<file path="config.mk">
export PLATFORM = sky130hd
export DESIGN_NAME = vec_strip_seq
export DESIGN_NICKNAME = d
export VERILOG_FILES = /design/src/rtl/vec_strip_pkg.sv /design/src/rtl/vec_strip_chunker.sv /design/src/rtl/vec_strip_elemgen.sv /design/src/rtl/vec_strip_seq.sv
export SDC_FILE = /design/constraint.sdc
export NUM_CORES = 1
export LEC_CHECK = 0
export BUFFER_PORTS_ARGS = -buffer_cell sky130_fd_sc_hd__buf_2
export CAP_MARGIN = 10
export CORE_AREA = 4 4 157 159
export DETAILED_ROUTE_END_ITERATION = 16
export DIE_AREA = 0 0 161 163
export GPL_ROUTABILITY_DRIVEN = 0
export MAX_ROUTING_LAYER = met4
export PLACE_DENSITY = 0.55
export SYNTH_ARGS = -nofsm -noshare
export SYNTH_HDL_FRONTEND = slang
export SYNTH_SLANG_ARGS = --single-unit
export TNS_END_PERCENT = 10
</file>
<file path="constraint.sdc">
create_clock -name clk -period 3.05 [get_ports clk]
set_clock_uncertainty 0.05 [all_clocks]
set_input_delay 0.305 -clock clk [delete_from_list [all_inputs] [get_ports clk]]
set_output_delay 0.305 -clock clk [all_outputs]
set_load 0.1 [all_outputs]
</file>
<file path="src/rtl/vec_strip_pkg.sv">
package vec_strip_pkg;
  typedef enum logic [1:0] {
    SQ_IDLE  = 2'd0,
    SQ_OFFER = 2'd1,
    SQ_BEAT  = 2'd2,
    SQ_CLOSE = 2'd3
  } sq_state_t;
endpackage

</file>
<file path="src/rtl/vec_strip_chunker.sv">
module vec_strip_chunker #(
  parameter int MVL   = 64,
  parameter int N_W   = 16,
  parameter int LEN_W = $clog2(MVL + 1)
) (
  input  logic             clk,
  input  logic             rst,
  input  logic             load,
  input  logic [N_W-1:0]   n_in,
  input  logic             advance,
  output logic [LEN_W-1:0] len,
  output logic [N_W-1:0]   base,
  output logic             last
);
  localparam logic [N_W-1:0]   MVL_N = N_W'(MVL);
  localparam logic [LEN_W-1:0] FULL  = LEN_W'(MVL);

  logic [N_W-1:0] full_left;

  always_ff @(posedge clk) begin
    if (rst) begin
      len       <= '0;
      base      <= '0;
      full_left <= '0;
    end else if (load) begin
      len       <= LEN_W'(n_in % MVL_N);
      base      <= '0;
      full_left <= n_in / MVL_N;
    end else if (advance) begin
      base      <= base + N_W'(len);
      len       <= FULL;
      full_left <= full_left - 1'b1;
    end
  end

  assign last = (full_left == '0);


  len_bound_chk: assert property (@(posedge clk) disable iff (rst)
    advance |=> (len == FULL));
endmodule

</file>
<file path="src/rtl/vec_strip_elemgen.sv">
module vec_strip_elemgen #(
  parameter int MVL        = 64,
  parameter int ADDR_W     = 32,
  parameter int STRIDE_W   = 16,
  parameter int ESIZE_LOG2 = 2,
  parameter int LEN_W      = $clog2(MVL + 1)
) (
  input  logic                clk,
  input  logic                rst,
  input  logic                load_job,
  input  logic [ADDR_W-1:0]   base_addr,
  input  logic [STRIDE_W-1:0] stride,
  input  logic                take_chunk,
  input  logic [MVL-1:0]      mask_in,
  input  logic                beat,
  output logic [ADDR_W-1:0]   addr,
  output logic [LEN_W-1:0]    idx,
  output logic                we
);
  localparam int IDX_W = $clog2(MVL);
  localparam logic [LEN_W-1:0] ONE = LEN_W'(1);

  logic [ADDR_W-1:0] step_r;
  logic [MVL-1:0]    mask_r;

  always_ff @(posedge clk) begin
    if (rst) begin
      addr   <= '0;
      step_r <= '0;
      mask_r <= '0;
      idx    <= '0;
    end else begin
      if (load_job) begin
        addr   <= base_addr;
        step_r <= ADDR_W'(stride) << ESIZE_LOG2;
      end else if (beat) begin
        addr <= addr + step_r;
      end
      if (take_chunk) begin
        mask_r <= mask_in;
        idx    <= '0;
      end else if (beat) begin
        idx <= idx + ONE;
      end
    end
  end

  assign we = mask_r[idx[IDX_W-1:0]];


  addr_step_chk: assert property (@(posedge clk) disable iff (rst)
    (beat && !load_job) |=> (addr == $past(addr) + step_r));
endmodule

</file>
<file path="src/rtl/vec_strip_seq.sv">
module vec_strip_seq
  import vec_strip_pkg::*;
#(
  parameter int MVL        = 64,
  parameter int N_W        = 16,
  parameter int ADDR_W     = 32,
  parameter int STRIDE_W   = 16,
  parameter int ESIZE_LOG2 = 2,
  parameter int LEN_W      = $clog2(MVL + 1)
) (
  input  logic                clk,
  input  logic                rst,
  input  logic                start,
  input  logic [N_W-1:0]      n_elems,
  input  logic [STRIDE_W-1:0] stride,
  input  logic [ADDR_W-1:0]   base_addr,
  input  logic [MVL-1:0]      chunk_mask,
  output logic                busy,
  output logic                chunk_valid,
  input  logic                chunk_ready,
  output logic [LEN_W-1:0]    chunk_len,
  output logic [N_W-1:0]      chunk_base,
  output logic                elem_valid,
  input  logic                elem_ready,
  output logic [ADDR_W-1:0]   elem_addr,
  output logic                elem_we,
  output logic                chunk_done,
  output logic                done
);
  localparam logic [LEN_W-1:0] ONE = LEN_W'(1);

  sq_state_t state, state_nx;
  logic load, take, beat, advance, last;
  logic [LEN_W-1:0] idx;

  assign load    = (state == SQ_IDLE) && start;
  assign take    = (state == SQ_OFFER) && chunk_ready;
  assign beat    = (state == SQ_BEAT) && elem_ready;
  assign advance = (state == SQ_CLOSE) && !last;

  always_comb begin
    state_nx = state;
    case (state)
      SQ_IDLE:  if (start) state_nx = SQ_OFFER;
      SQ_OFFER: if (chunk_ready) state_nx = (chunk_len == '0) ? SQ_CLOSE : SQ_BEAT;
      SQ_BEAT:  if (elem_ready && (idx + ONE == chunk_len)) state_nx = SQ_CLOSE;
      SQ_CLOSE: state_nx = last ? SQ_IDLE : SQ_OFFER;
      default:  state_nx = SQ_IDLE;
    endcase
  end

  always_ff @(posedge clk) begin
    if (rst) state <= SQ_IDLE;
    else     state <= state_nx;
  end

  vec_strip_chunker #(.MVL(MVL), .N_W(N_W), .LEN_W(LEN_W)) u_chunker (
    .clk(clk), .rst(rst), .load(load), .n_in(n_elems), .advance(advance),
    .len(chunk_len), .base(chunk_base), .last(last)
  );

  vec_strip_elemgen #(.MVL(MVL), .ADDR_W(ADDR_W), .STRIDE_W(STRIDE_W),
                      .ESIZE_LOG2(ESIZE_LOG2), .LEN_W(LEN_W)) u_elemgen (
    .clk(clk), .rst(rst), .load_job(load), .base_addr(base_addr), .stride(stride),
    .take_chunk(take), .mask_in(chunk_mask), .beat(beat),
    .addr(elem_addr), .idx(idx), .we(elem_we)
  );

  assign busy        = (state != SQ_IDLE);
  assign chunk_valid = (state == SQ_OFFER);
  assign elem_valid  = (state == SQ_BEAT);
  assign chunk_done  = (state == SQ_CLOSE);
  assign done        = (state == SQ_CLOSE) && last;


  elem_hold_chk: assert property (@(posedge clk) disable iff (rst)
    (elem_valid && !elem_ready) |=> (elem_valid && $stable(elem_addr) && $stable(elem_we)));

  zero_len_chk: assert property (@(posedge clk) disable iff (rst)
    elem_valid |-> (chunk_len != '0));

  done_pair_chk: assert property (@(posedge clk) disable iff (rst)
    done |-> chunk_done);

  done_pulse_chk: assert property (@(posedge clk) disable iff (rst)
    chunk_done |=> !chunk_done);

  busy_start_chk: assert property (@(posedge clk) disable iff (rst)
    (busy && start && !done) |=> busy);
endmodule

</file>
==> flow_summary_export.csv, run 1 <==
group,metric,value,unit
timing,holdWs,62.2,ps
grt,gr-total-overflow,0,
synth,yosysSeqAreaShare,0.399,
setup_path,crit_path_start_kind,"register",
synth,syn_avg_cell_area,8.17,µm²
min_path,hold_path_class,"primary input to register",
synth,synth_top_cell_area_share,0.399,
place,dpl-instance-area,9370,µm²
grt,first_global_vias,7324,
clock_tree,h-tree-depth,4,
synth,syn-num-nets,1148,
synth,synth_edf_count,0,
timing,rsz0062_at_grt,"true",
clock_tree,clock-root-buffer,"clkbuf_16",
place,dp.cells,1458,
timing,max_freq,330,MHz
pwr,seqPwrFrac,0.333,
setup_path,critical_path.top_delay_family,"multiplexers",
pwr,ir_drop,0.357,mV
floorplanning,io_pins,194,
synth,yosysMostFrequentCell,"nand2_1",
grt,grt_antenna_before_repair,1,
setup_path,crit_chain,"buf_6, mux4_2, mux4_2, mux4_2, buf_12",
timing,worst_pin_slew,853,ps
setup_path,crit_buf_inv,2,
final_layout,layout-drive-gt1-share,0.242,
synth,ys_seq_elements,160,
detailed_routing,drt_iter0_drc,404,
grt,grt_usage,0.178,
setup_path,end_kind,"output pin",
detailed_routing,drc,0,
pwr,p_leak,3.93,nW
run_status,outcome,"finished clean",
final_layout,stdcell_area,10000,µm²
final_layout,nets,1326,
pwr,switching_share,0.444,
setup_path,cp.required,2690,ps
synth,yosys_warnings,0,
place,numPortBuffers,193,
place,place_hpwl,17.1,mm
floorplanning,row_count,56,
synth,async_reset_ff_frac,0,
setup_path,slowest_delay,520,ps
timing,final_hold_viol_count,0,
synth,synthCells,983,
final_layout,instances_no_fill,1495,
detailed_routing,viasPerCell,5.02,
timing,final.period_utilization,0.992,
pwr,netSwitchingPower,0.00362,W
final_layout,fill_cells,2404,
pwr,internal-power,0.00453,W
detailed_routing,routed_wl,23.2,mm
timing,max_slew_margin,0.431,
floorplanning,dieWidth,161,µm
clock_tree,clk_latency,420,ps
detailed_routing,first_pass_iters,5,
grt,grt_max_degree,65,
clock_tree,clkSinkCount,160,
floorplanning,die_height,163,µm
floorplanning,start_util,0.345,
floorplanning,core,23300,µm²
detailed_routing,final_antenna_net_count,0,
synth,synth_top_cell_by_area,"dfxtp_1",
detailed_routing,vias,7509,
timing,setup_viol,0,
setup_path,critPathSlowestCell,"mux4_2",
flow_run,maxCapViolCount,0,
pwr,power_frac_comb,0.417,
synth,yosysUniqueCellTypes,57,
clock_tree,cts_tree,"built",
setup_path,cp.arrival,2670,ps
clock_tree,clockBufferDepth,2,
setup_path,critPathMaxFanout,5,
synth,synth.area.top_cells,"dfxtp_1 (40%), nand2_1 (11%), a21oi_1 (8.8%)",
synth,syn_area,8030,µm²
pwr,clkPwrFrac,0.250,
clock_tree,cts_buffers,17,
timing,fin_crit,3030,ps
setup_path,critical_path_class,"register to output pin",
clock_tree,clk_pin_slew,70,ps
final_layout,area_growth,24.5,%
timing,maxSlewViolCount,0,
setup_path,cpMostUsedCell,"mux4_2",
grt,grt_pass1_wl,36.9,mm
synth,synth_common_cells,"nand2_1 (230), dfxtp_1 (160), a21oi_1 (141), nor2_1 (70), o21ai_0 (47)",
floorplanning,die-area,26200,µm²
pwr,pwr_density_cell,816,nW/µm²
synth,ys.flop_type,"dfxtp_1",
detailed_routing,wire_per_inst,15.5,µm
## worst paths after layout
check,to,start,depth (start not counted),slack (ps)
max reg2reg,u_elemgen.addr[28],u_elemgen.addr[2],9,280
max,elem_we,u_elemgen.idx[0],5,20
min reg2reg,u_elemgen.mask_r[5],u_elemgen.mask_r[5],2,400
min,u_elemgen.addr[12],base_addr[12],3,60
## placed cells by master (no fill, tap or decap), types with 4 or more instances in the layout
cell,n
nand2_1,228
buf_2,191
dfxtp_1,159
a21oi_1,141
nor2_1,69
o21ai_0,47
xnor2_1,42
ha_1,30
buf_4,22
mux4_2,21
nand3_1,19
clkbuf_16,17
xor2_1,16
or3_1,13
nand4_1,13
inv_1,11
a311oi_1,9
nor4_1,8
nor3_1,8
a31oi_1,8
o211ai_1,7
a211oi_1,6
o21a_1,5
and2_1,5
and3_1,4
clkinv_4,4
buf_12,4
## layout make-up
cell class                 count  area (µm²)  area share
antenna                        2        5.00    0.000501
tap                          319         399      0.0399
clock inverter                12         111      0.0111
sequential                   160        3210       0.321
timing repair buffer         219        1240       0.124
inverter                      11        41.3     0.00413
clock buffer                  20         447      0.0447
multi-input combinational    752        4550       0.455
## repair_timing
action                     CTS  global route
setup buffers                1             1
gates cloned                 1             0
hold endpoints to repair     0             0
setup endpoints to repair    1             1
pin swaps                    0             0
resized for setup            8             0
hold buffers                 0             0
## metal layers
metal  wire (µm)  track usage  up-vias  part of all wire
met3        1020       0.0380       14             0.044
met4         178       0.0442        0            0.0077
met2       10800        0.286      169              0.47
met5           0            -        -                 0
met1       11100        0.232     3520              0.48
li1            -            -     3806                 -
## stage by stage
stage	setup slack, ps	util	power (W)	setup TNS, ps
floorplan	-68.2	-	0.00533	-88.9
global placement	342	0.403	0.00613	0
detailed placement	331	0.403	0.00614	0
CTS	-2.50	0.429	0.00824	-2.50
global route	-37.3	0.430	0.00864	-37.3
finish	23.0	0.430	0.00815	0
## registers in the layout (all words and copies together), names as in the netlist
| name | flops |
|---|---|
| state | 2 |
| u_chunker.base | 16 |
| u_chunker.full_left | 16 |
| u_chunker.len | 7 |
| u_elemgen.addr | 32 |
| u_elemgen.idx | 7 |
| u_elemgen.mask_r | 64 |
| u_elemgen.step_r | 16 |
## tightest hold or removal path, cell delays in order
cell,delay [ps]
buf_2,70
a21oi_1,50
nor2_1,70
## cells by family after synthesis
family	count (synthesis)	synth area share
multiplexers	22	0.0602
AND/OR/NAND/NOR	394	0.214
adder cells (fa/ha/maj)	32	0.0517
flip-flops	160	0.399
AO/OA/AOI/OAI	246	0.176
XOR/XNOR	58	0.0633
buffers and inverters	71	0.0358
## power by group through the flow
stage,Sequential (W),Combinational [W],Clock [W]
floorplan,0.00358,0.00175,0
global placement,0.00276,0.00337,0
detailed placement,0.00276,0.00339,0
CTS,0.00272,0.00342,0.00210
global route,0.00276,0.00369,0.00219
finish,0.00272,0.00340,0.00204
Power figures use the tool's default switching activity.
==> inputs of run 2 (changes only) <==
Settings changed: CORE_AREA 4 4 157 159 to 4 4 150 166, DIE_AREA 0 0 161 163 to 0 0 154 170.
==> run 2 against run 1 <==
Compared with the run above: global-route usage is 0.058 points higher; largest cell class unchanged; critical endpoint unchanged; fmax is 0.46% lower; clock-buffer cell count is 3 lower; critical path type unchanged.
==> flow_summary_export.csv, run 2 (synthesis gave the netlist of run 1 again) <==
group,metric,value,unit
run_status,outcome,"finished clean",
clock_tree,cts_buffers,17,
grt,grt_pass1_wl,37.1,mm
setup_path,crit_buf_inv,2,
pwr,power_frac_comb,0.409,
floorplanning,core,23400,µm²
timing,maxSlewViolCount,0,
pwr,clkPwrFrac,0.258,
floorplanning,start_util,0.343,
clock_tree,clk_latency,420,ps
setup_path,end_kind,"output pin",
setup_path,worstRegToRegCells,8,
grt,grt_usage,0.179,
timing,worst_pin_slew,830,ps
clock_tree,cts_tree,"built",
setup_path,crit_start,"u_elemgen.idx[0]",
setup_path,rr_endpoint,"u_elemgen.addr[26]",
floorplanning,io_pins,194,
final_layout,top_register,"u_elemgen.mask_r",
setup_path,cpMostUsedCell,"mux4_2",
setup_path,rrSetupSlack,230,ps
detailed_routing,drt_iter0_drc,375,
setup_path,critical_path_class,"register to output pin",
pwr,p_leak,3.92,nW
place,place_hpwl,16.9,mm
min_path,hold_path_class,"primary input to register",
detailed_routing,final_antenna_net_count,0,
detailed_routing,wire_per_inst,15.5,µm
clock_tree,h-tree-depth,4,
pwr,switching_share,0.456,
pwr,pwr_density_cell,819,nW/µm²
detailed_routing,vias,7479,
final_layout,nets,1323,
grt,gr-total-overflow,0,
timing,holdWs,59.5,ps
setup_path,slowest_delay,540,ps
grt,grt_max_degree,53,
setup_path,cp.required,2690,ps
detailed_routing,drc,0,
final_layout,reg_top3,"u_elemgen.mask_r x64, u_elemgen.addr x32",
timing,final.period_utilization,0.997,
pwr,internal-power,0.00444,W
timing,max_freq,329,MHz
clock_tree,clock-root-buffer,"clkbuf_16",
clock_tree,clkSinkCount,160,
final_layout,final_cell_mix,"nand2_1 (228), buf_2 (191), dfxtp_1 (159)",
final_layout,area_growth,24.1,%
setup_path,critical_path.top_delay_family,"multiplexers",
floorplanning,dieWidth,154,µm
setup_path,crit_path_start_kind,"register",
final_layout,final_common_cell,"nand2_1",
place,numPortBuffers,193,
min_path,hold_depth,3,
setup_path,crit_chain,"buf_6, mux4_2, mux4_2, mux4_2, buf_12",
grt,first_global_vias,7196,
clock_tree,clk_pin_slew,70,ps
min_path,hold_end,"u_elemgen.mask_r[13]",
timing,setup_viol,0,
grt,grt_antenna_before_repair,1,
clock_tree,ctsHoldBuffers,0,
final_layout,post-route-util,0.426,
setup_path,critPathSlowestCell,"mux4_2",
detailed_routing,viasPerCell,5.06,
floorplanning,row_count,59,
pwr,seqPwrFrac,0.333,
setup_path,critPathMaxFanout,5,
pwr,netSwitchingPower,0.00372,W
pwr,ir_drop,0.334,mV
timing,max_slew_margin,0.445,
timing,rsz0062_at_grt,"true",
floorplanning,die-area,26200,µm²
setup_path,r2r_start,"u_elemgen.addr[2]",
min_path,hp-start,"chunk_mask[13]",
timing,final_hold_viol_count,0,
final_layout,largest_reg_flops,64,
floorplanning,die_height,170,µm
flow_run,maxCapViolCount,0,
timing,finalSetupTns,0,ps
setup_path,worstSetupPathDepth,5,
setup_path,cp.arrival,2690,ps
timing,fin_crit,3040,ps
detailed_routing,first_pass_iters,4,
clock_tree,clockBufferDepth,2,
final_layout,layout-drive-gt1-share,0.243,
detailed_routing,routed_wl,22.9,mm
-- run 2: tightest hold or removal path, cell delays in order --
cell,delay [ps]
buf_2,90
nand2_1,40
a21oi_1,50
-- run 2: what timing repair did --
action,CTS,global route
gates cloned,0,1
endpoints found under the setup margin,1,1
setup buffers,0,1
gates resized for setup,8,2
-- run 2: power by group through the flow --
stage / sequential, W / clock [W] / combinational [W]
CTS: 0.00271 / 0.00216 / 0.00336
floorplan: 0.00358 / 0 / 0.00175
global placement: 0.00276 / 0 / 0.00332
global route: 0.00276 / 0.00226 / 0.00363
finish: 0.00272 / 0.00210 / 0.00334
detailed placement: 0.00276 / 0 / 0.00334
-- run 2: cell type report --
class	instances	area, µm²
timing repair buffer	216	1200
clock inverter	15	158
clock buffer	17	425
sequential	160	3210
antenna	1	2.50
multi-input combinational	752	4550
tap	305	382
inverter	11	41.3
fill	2423	13400
-- run 2: metal layers --
layer / up-vias / part of all wire / global-route usage
li1: 3800 / - / -
met3: 26 / 0.047 / 0.0320
met4: 0 / 0.017 / 0.0488
met5: - / 0 / -
met1: 3468 / 0.46 / 0.232
met2: 185 / 0.47 / 0.288
-- run 2: how the worst max path moves through the flow --
stage / end / slack, ps
2_1_floorplan: u_elemgen.addr[24] / -70
5_1_grt: elem_we / -60
4_1_cts: elem_we / -10
3_5_place_dp: elem_we / 270
3_3_place_gp: elem_we / 320
6_report: elem_we / 9
-- run 2: per-stage QoR --
stage               cell area (µm²)  setup WS [ps]  instances  power, W
finish                         9960           9.10       1477   0.00816
CTS                            9920          -14.4       1474   0.00824
global placement               9310            318       1442   0.00608
detailed placement             9310            267       1442   0.00610
floorplan                      8030          -68.2        983   0.00533
global route                   9960          -58.1       1477   0.00866
